--- src/rtl/flash_sts_pkg.sv ---
`timescale 1ns/1ps
package flash_sts_pkg;
  localparam int unsigned BYTE_W = 8;

  typedef enum logic {
    SEQ_IDLE = 1'b0,
    SEQ_CODE = 1'b1
  } seq_state_e;

  typedef struct packed {
    logic prog_en;
    logic erase_en;
  } sts_cfg_t;

  localparam sts_cfg_t CFG_LEVEL = '{prog_en: 1'b0, erase_en: 1'b0};
endpackage

--- src/rtl/fsc_cmd_seq.sv ---
`timescale 1ns/1ps
module fsc_cmd_seq
  import flash_sts_pkg::*;
#(
  parameter logic [BYTE_W-1:0] CFG_OPC    = 8'hB8,
  parameter logic [BYTE_W-1:0] LEGACY_OPC = 8'h60
) (
  input  logic              clk_i,
  input  logic              rst_ni,
  input  logic              cmd_we_i,
  input  logic [BYTE_W-1:0] cmd_data_i,
  input  logic              clr_status_i,
  input  logic              wsm_busy_i,
  input  logic              suspended_i,
  output sts_cfg_t          cfg_o,
  output logic              cfg_wr_o,
  output logic              err_o,
  output seq_state_e        state_o
);
  localparam int unsigned CODE_BITS = $bits(sts_cfg_t);

  seq_state_e state_q, state_d;
  sts_cfg_t   cfg_q;
  logic       err_q, err_d;
  logic       is_cfg_op, is_legacy_op, rsvd_set, dev_blocked;
  logic       set_err;

  assign is_cfg_op    = (cmd_data_i == CFG_OPC);
  assign is_legacy_op = (cmd_data_i == LEGACY_OPC);
  assign rsvd_set     = |cmd_data_i[BYTE_W-1:CODE_BITS];
  assign dev_blocked  = wsm_busy_i | suspended_i;

  always_comb begin
    state_d  = state_q;
    set_err  = 1'b0;
    cfg_wr_o = 1'b0;
    if (cmd_we_i) begin
      unique case (state_q)
        SEQ_IDLE: begin
          if (is_cfg_op) begin
            if (dev_blocked) set_err = 1'b1;
            else             state_d = SEQ_CODE;
          end else if (is_legacy_op) begin
            set_err = 1'b1;
          end
        end
        SEQ_CODE: begin
          state_d = SEQ_IDLE;
          if (rsvd_set) set_err  = 1'b1;
          else          cfg_wr_o = 1'b1;
        end
        default: state_d = SEQ_IDLE;
      endcase
    end
  end

  // error raise has priority over clear
  always_comb begin
    err_d = err_q;
    if (set_err)           err_d = 1'b1;
    else if (clr_status_i) err_d = 1'b0;
  end

  always_ff @(posedge clk_i or negedge rst_ni) begin
    if (!rst_ni) begin
      state_q <= SEQ_IDLE;
      cfg_q   <= CFG_LEVEL;
      err_q   <= 1'b0;
    end else begin
      state_q <= state_d;
      err_q   <= err_d;
      if (cfg_wr_o) cfg_q <= sts_cfg_t'(cmd_data_i[CODE_BITS-1:0]);
    end
  end

  assign cfg_o   = cfg_q;
  assign err_o   = err_q;
  assign state_o = state_q;
endmodule

--- src/rtl/fsc_pulse_gen.sv ---
`timescale 1ns/1ps
module fsc_pulse_gen
  import flash_sts_pkg::*;
#(
  parameter int unsigned PULSE_CYC = 50
) (
  input  logic     clk_i,
  input  logic     rst_ni,
  input  sts_cfg_t cfg_i,
  input  logic     cfg_wr_i,
  input  logic     prog_done_i,
  input  logic     erase_done_i,
  output logic     pulse_o
);
  localparam int unsigned CNT_W = (PULSE_CYC < 2) ? 1 : $clog2(PULSE_CYC + 1);
  localparam logic [CNT_W-1:0] CNT_LOAD = CNT_W'(PULSE_CYC);

  logic [CNT_W-1:0] cnt_q;
  logic             trig;

  assign trig = (erase_done_i & cfg_i.erase_en) | (prog_done_i & cfg_i.prog_en);

  always_ff @(posedge clk_i or negedge rst_ni) begin
    if (!rst_ni)              cnt_q <= '0;
    else if (cfg_wr_i)        cnt_q <= '0;
    else if (trig)            cnt_q <= CNT_LOAD;
    else if (cnt_q != '0)     cnt_q <= cnt_q - 1'b1;
  end

  assign pulse_o = (cnt_q != '0);
endmodule

--- src/rtl/fsc_pin_mux.sv ---
`timescale 1ns/1ps
module fsc_pin_mux
  import flash_sts_pkg::*;
(
  input  sts_cfg_t cfg_i,
  input  logic     wsm_busy_i,
  input  logic     pulse_i,
  output logic     sts_o
);
  logic level_mode;
  assign level_mode = (cfg_i == CFG_LEVEL);
  assign sts_o = level_mode ? ~wsm_busy_i : ~pulse_i;
endmodule

--- src/rtl/flash_sts_ctrl.sv ---
`timescale 1ns/1ps
module flash_sts_ctrl
  import flash_sts_pkg::*;
#(
  parameter logic [7:0]  CFG_OPC    = 8'hB8,
  parameter logic [7:0]  LEGACY_OPC = 8'h60,
  parameter int unsigned PULSE_CYC  = 50
) (
  input  logic       clk_i,
  input  logic       rst_ni,
  input  logic       cmd_we_i,
  input  logic [7:0] cmd_data_i,
  input  logic       clr_status_i,
  input  logic       wsm_busy_i,
  input  logic       suspended_i,
  input  logic       prog_done_i,
  input  logic       erase_done_i,
  output logic       sts_o,
  output logic       sr_err4_o,
  output logic       sr_err5_o
);
  sts_cfg_t   cfg;
  logic       cfg_wr;
  logic       seq_err;
  logic       pulse;
  seq_state_e seq_state;

  fsc_cmd_seq #(.CFG_OPC(CFG_OPC), .LEGACY_OPC(LEGACY_OPC)) u_seq (
    .clk_i        (clk_i),
    .rst_ni       (rst_ni),
    .cmd_we_i     (cmd_we_i),
    .cmd_data_i   (cmd_data_i),
    .clr_status_i (clr_status_i),
    .wsm_busy_i   (wsm_busy_i),
    .suspended_i  (suspended_i),
    .cfg_o        (cfg),
    .cfg_wr_o     (cfg_wr),
    .err_o        (seq_err),
    .state_o      (seq_state)
  );

  fsc_pulse_gen #(.PULSE_CYC(PULSE_CYC)) u_pulse (
    .clk_i        (clk_i),
    .rst_ni       (rst_ni),
    .cfg_i        (cfg),
    .cfg_wr_i     (cfg_wr),
    .prog_done_i  (prog_done_i),
    .erase_done_i (erase_done_i),
    .pulse_o      (pulse)
  );

  fsc_pin_mux u_mux (
    .cfg_i      (cfg),
    .wsm_busy_i (wsm_busy_i),
    .pulse_i    (pulse),
    .sts_o      (sts_o)
  );

  // both sequence-error bits report the same condition
  assign sr_err4_o = seq_err;
  assign sr_err5_o = seq_err;
endmodule

--- config.mk ---
export PLATFORM = sky130hd
export DESIGN_NAME = flash_sts_ctrl
export DESIGN_NICKNAME = d
export VERILOG_FILES = /design/src/rtl/flash_sts_pkg.sv /design/src/rtl/fsc_cmd_seq.sv /design/src/rtl/fsc_pulse_gen.sv /design/src/rtl/fsc_pin_mux.sv /design/src/rtl/flash_sts_ctrl.sv
export SDC_FILE = /design/constraint.sdc
export NUM_CORES = 1
export LEC_CHECK = 0
export BUFFER_PORTS_ARGS = -buffer_cell sky130_fd_sc_hd__buf_2
export CAP_MARGIN = 20
export CORE_UTILIZATION = 33
export CTS_BUF_LIST = sky130_fd_sc_hd__clkbuf_4 sky130_fd_sc_hd__clkbuf_8 sky130_fd_sc_hd__clkbuf_16
export DETAILED_ROUTE_END_ITERATION = 10
export PLACE_DENSITY_LB_ADDON = 0.05
export SYNTH_ARGS = -nofsm -noshare
export SYNTH_HDL_FRONTEND = slang
export SYNTH_HIERARCHICAL = 1
export SYNTH_SLANG_ARGS = --single-unit
--- constraint.sdc ---
create_clock -name clk_i -period 3.3 [get_ports clk_i]
set_input_delay 0.495 -clock clk_i [delete_from_list [all_inputs] [get_ports clk_i]]
set_output_delay 0.495 -clock clk_i [all_outputs]
set_load 0.005 [all_outputs]
[Yosys cells after proc, flatten, opt, wreduce, memory -nomap -nowiden]
Index checks and enable logic that the tools add are counted.
Widths: inputs -> output; s select.
Word-level totals
  bits in registers: 10
  bits of input ports: 16
  output and inout bits: 3
  word-level logic and storage cells: 38
Cells by class
  add/sub/neg operators: 1
  equality and inequality tests: 2
  mux-type cells: 18
  bitwise operators: 7
  reduce and logical (&&, ||, !) cells: 5
Operators with widths (count)
  $mux 6: 3
  $mux 1: 13
  $eq 8x7->1 const B: 1
  $eq 8x8->1 const B: 1
  $reduce_bool 6->1: 1
  $reduce_or 6->1: 1
  $sub 6x1->6 const B: 1
  $pmux 1 s2: 2
  $not 1->1: 3
  $reduce_bool 3->1: 1
  $and 1x1->1: 2
  $logic_not 2->1: 1
  $or 1x1->1: 2
  $reduce_bool 2->1: 1

[Logic depth before layout (Yosys ltp)]
  depth in word-level cells: 6
  depth in mapped cells: 5
  depth with buffers taken out: 5

[Modules after synthesis]
The synthesis kept the hierarchy.
By module, submodules not included
  fsc_pulse_gen: times used 1, cells each 35, area an instance 365.4 um^2, sequential area each 150.1 um^2
  fsc_cmd_seq: times used 1, cells each 23, area an instance 245.2 um^2, sequential area each 100.1 um^2
  fsc_pin_mux: times used 1, cells each 2, area an instance 16.3 um^2, sequential area each 0.0 um^2
  flash_sts_ctrl: times used 1, cells each 1, area an instance 7.5 um^2, sequential area each 0.0 um^2

[Worst setup path before layout]
No wires, ideal clock.
  path type: in2reg
  start point: input port cmd_data_i[2]
  end point: register u_pulse.cnt_q[0]
  library setup time: 0.123 ns
  arrival time: 1.857 ns
  required time: 3.177 ns
  setup slack: 1.319 ns
  stages: 5
  path buffers: 0
  cell sequence: or4_4 > or4_4 > inv_1 > nand2b_1 > nor3_1
Between the ends
  cells in the longest elaborated chain, start to end: 5
  elaborated cells between the ends (all ways): 6
  those cells by class: 4 x mux; 2 x reduce/logical
Ends and longest elaborated chain
  start: declaration: line flash_sts_ctrl.sv:12  | input logic [7:0] cmd_data_i,
  $reduce_or 6->1 (*): line fsc_cmd_seq.sv:30  | assign rsvd_set = |cmd_data_i[BYTE_W-1:CODE_BITS];
  $mux 1 (*): line fsc_cmd_seq.sv:49  | if (rsvd_set) set_err = 1'b1;
  $mux 1 (*): line fsc_cmd_seq.sv:38  | unique case (state_q)
  $mux 1 (*): line fsc_cmd_seq.sv:37  | if (cmd_we_i) begin
  via cfg_wr: line flash_sts_ctrl.sv:23  | logic cfg_wr;
  $reduce_bool 3->1 (no source line) or $mux 6 (tied branches)
  end signal: assignment: line fsc_pulse_gen.sv:27  | else if (cnt_q != '0) cnt_q <= cnt_q - 1'b1;
  end: declaration: line fsc_pulse_gen.sv:18  | logic [CNT_W-1:0] cnt_q;
The timed path passes the listed nets; every way through them passes the cells marked *.
A chain may end at the register's enable or synchronous reset.

[Final worst setup path]
  start point: register u_pulse.cnt_q[2]
  end point: output port sts_o
Between the ends
  cells in the longest elaborated chain, start to end: 3
Ends and longest elaborated chain
  $reduce_bool 6->1: line fsc_pulse_gen.sv:30  | assign pulse_o = (cnt_q != '0);
  via pulse: line flash_sts_ctrl.sv:25  | logic pulse;
  $not 1->1: line fsc_pin_mux.sv:12  | assign sts_o = level_mode ? ~wsm_busy_i : ~pulse_i;
  $mux 1: line fsc_pin_mux.sv:12
  end: declaration: line flash_sts_ctrl.sv:18  | output logic sts_o,
The timed path passes the listed nets, and every way through them passes these cells.

==> metrics.json <==
{
  "run_status": {
    "status": "completed"
  },
  "power": {
    "max-vdd-ir-drop_mv": 0.176,
    "power_uw": 469,
    "p_per_area_nw_per_um2": 618,
    "power.static_leakage_nw": 0.354
  },
  "worst_setup_path": {
    "cp-end-kind": "output pin",
    "crit_fanout": 8,
    "cp.arrival_ns": 1.71,
    "startpoint_type": "flip-flop",
    "timing_worst_setup_path_type": "flip-flop to output pin",
    "timing.critical_path.required_ns": 2.80
  },
  "global_routing": {
    "globalRouteTotalUtil": 0.152,
    "grt_first_pass_wirelength_mm": 2.27,
    "grt_antenna_before_repair": 0,
    "vias_in_the_first_global_route": 522,
    "gr-total-overflow": 0,
    "largest_net_degree_at_the_start_of_global_routing": 11
  },
  "clock_network": {
    "cts_made_buffers": 3,
    "clock_insertion_delay_worst_skew_ns": 0.26,
    "clock_tree.root_cell": "clkbuf_4",
    "holdBufCountCts": 0,
    "cts-root-to-sink-buffers": 2,
    "cts.repair_timing.setup_buffer_count": 0,
    "clk_transition_reported_paths_ns": 0.07,
    "ctsResizeCount": 0,
    "clock_tree.htree_level_count": 1,
    "clock_sinks": 10,
    "cts_tree": "yes"
  },
  "timing": {
    "final_setup_viols": 0,
    "final.setup_skew_ns": 0.00589,
    "min_period_over_period": 0.669,
    "setup-tns-final_ns": 0,
    "max_slew_headroom": 0.708,
    "final_hold_viol_count": 0,
    "clock.fmax_ghz": 0.453,
    "worstMarginPinSlew_ns": 0.438,
    "layout_min_cycle_time_ns": 2.21,
    "grt_setup_unrepaired": "false",
    "fin_ws_ns": 1.09,
    "report.final.slew_viol_count": 0,
    "whs_ns": 0.0900
  },
  "yosys": {
    "synth_top_flop_cell": "dfrtp_1",
    "ys.warnings.count": 6,
    "syn_inst": 61,
    "synth_cell_type_count": 37,
    "mappedNetlistNets": 79,
    "synth_sequential_area_ratio": 0.394,
    "ys_seq_elements": 10,
    "postSynthAreaPerCell_sq_um": 10.4,
    "async_flop_share": 1.00,
    "synth_enable_flop_cells": 0,
    "netlist_area_sq_um": 634
  },
  "cells_and_area": {
    "final_net_count": 100,
    "count_of_fill_cells_added_during_filler_insertion": 189,
    "areaGrowthSynthToFinish_pct": 19.7,
    "fin_util": 0.430,
    "stdcell_count": 105,
    "antenna_cells": 0,
    "final_design_area_no_fill_sq_um": 759,
    "drive_above_1_share": 0.375
  },
  "floorplan": {
    "dieArea_sq_um": 2100,
    "area_of_the_core_region_sq_um": 1760,
    "die_height_um": 45.8,
    "rows": 15,
    "io_pins": 19,
    "start_util": 0.360,
    "die_w_um": 45.8
  },
  "placed_design": {
    "numPortBuffers": 18,
    "dp_cells": 102,
    "place_ws_ns": 1.11,
    "place_hpwl_mm": 1.04,
    "placed_area_sq_um": 737,
    "place.gp.congestion": 0.691
  },
  "drt": {
    "count_of_tritonroute_iterations_in_the_first_routing_pass": 4,
    "drt_iter0_markers": 4,
    "route.detailed.vias_per_inst": 5.06,
    "wl_per_cell_um": 12.2,
    "drcViolationCount": 0,
    "route.final.wire_length_mm": 1.28,
    "drt.antenna.violating_nets": 0,
    "via_count": 531
  },
  "flow_run": {
    "maxCapViolCount": 0
  },
  "worst_hold_path": {
    "timing.hold.worst.class": "input port to async pin"
  }
}
[sequential cells by signal, indices dropped and copies added, names as in the netlist]
signal and flops:
u_seq/cfg_o 2, u_seq/state_o 1, u_pulse/cnt_q 6, u_seq/err_o 1
[layer usage]
layer	vias up	wire, um	global-route usage
li1	269	-	-
met5	-	0	0
met1	253	565	0.190
met2	9	682	0.262
met4	0	0	0.0529
met3	0	34	0.0238
[layout make-up]
type,instances,area [sq um],share of cell area
multi-input combinational,46,354,0.466
tap,25,31.3,0.0412
clock buffer,3,22.5,0.0297
timing repair buffer,18,90.1,0.119
inverter,3,11.3,0.0148
sequential,10,250,0.329
[Yosys cell counts (2+ instances only)]
master	instances	share of area
nand2_1	2	0.012
nor3_1	3	0.024
inv_1	3	0.018
or4_4	2	0.036
o31ai_1	2	0.024
ha_1	2	0.039
mux2_4	2	0.047
dfrtp_1	10	0.39
xnor2_1	2	0.028
nor2_1	2	0.012
nor4_1	2	0.020
nand2b_1	4	0.039
[power by group]
part	switching [mW]	internal [mW]	leakage, nW
logic	0.0940	0.0930	0.211
registers	0.0402	0.162	0.129
clock network	0.0383	0.0419	0.0138
total	0.173	0.297	0.354
[cell usage in the layout (no fill, tap or decap), types with 2 or more instances in the layout]
| master | n |
|---|---|
| clkbuf_4 | 3 |
| nand2b_1 | 4 |
| or4_4 | 2 |
| nor3_1 | 3 |
| inv_1 | 3 |
| nor2_1 | 2 |
| dfrtp_1 | 10 |
| ha_1 | 2 |
| o31ai_1 | 2 |
| xnor2_1 | 2 |
| mux2_4 | 2 |
| buf_2 | 18 |
| nand2_1 | 2 |
| nor4_1 | 2 |
[final timing paths]
check	startpoint	end	slack [ns]	cells after the start
worst max register to register	u_pulse/cnt_q[2]	u_pulse/cnt_q[1]	1.72	3
max in group asynchronous	rst_ni	u_pulse/cnt_q[3]	3.01	1
worst min register to register	u_seq/state_o	u_seq/state_o	0.48	1
worst min-delay path	rst_ni	u_seq/state_o	0.09	1
min in group clk_i	u_seq/state_o	u_seq/state_o	0.48	1
worst max-delay path	u_pulse/cnt_q[2]	sts_o	1.09	4
[cell families (layout without fill, tap and decap cells)]
| logic type | after synthesis | after routing | synth area share |
|---|---|---|---|
| adders and majority gates | 2 | 2 | 0.0394 |
| muxes | 3 | 3 | 0.0631 |
| DFF | 10 | 10 | 0.394 |
| and+or+nand+nor | 26 | 26 | 0.278 |
| xor gates and xnor gates | 2 | 2 | 0.0276 |
| AOI/OAI and AO/OA | 13 | 13 | 0.150 |
| buffers and inverters | 5 | 24 | 0.0473 |
[critical path, stage by stage, from the launching register on]
cell     delay (ns)
dfrtp_1        0.42
or3_1          0.49
or2_4          0.31
mux2i_1        0.11
buf_2          0.12
Power figures use the tool's default switching activity.
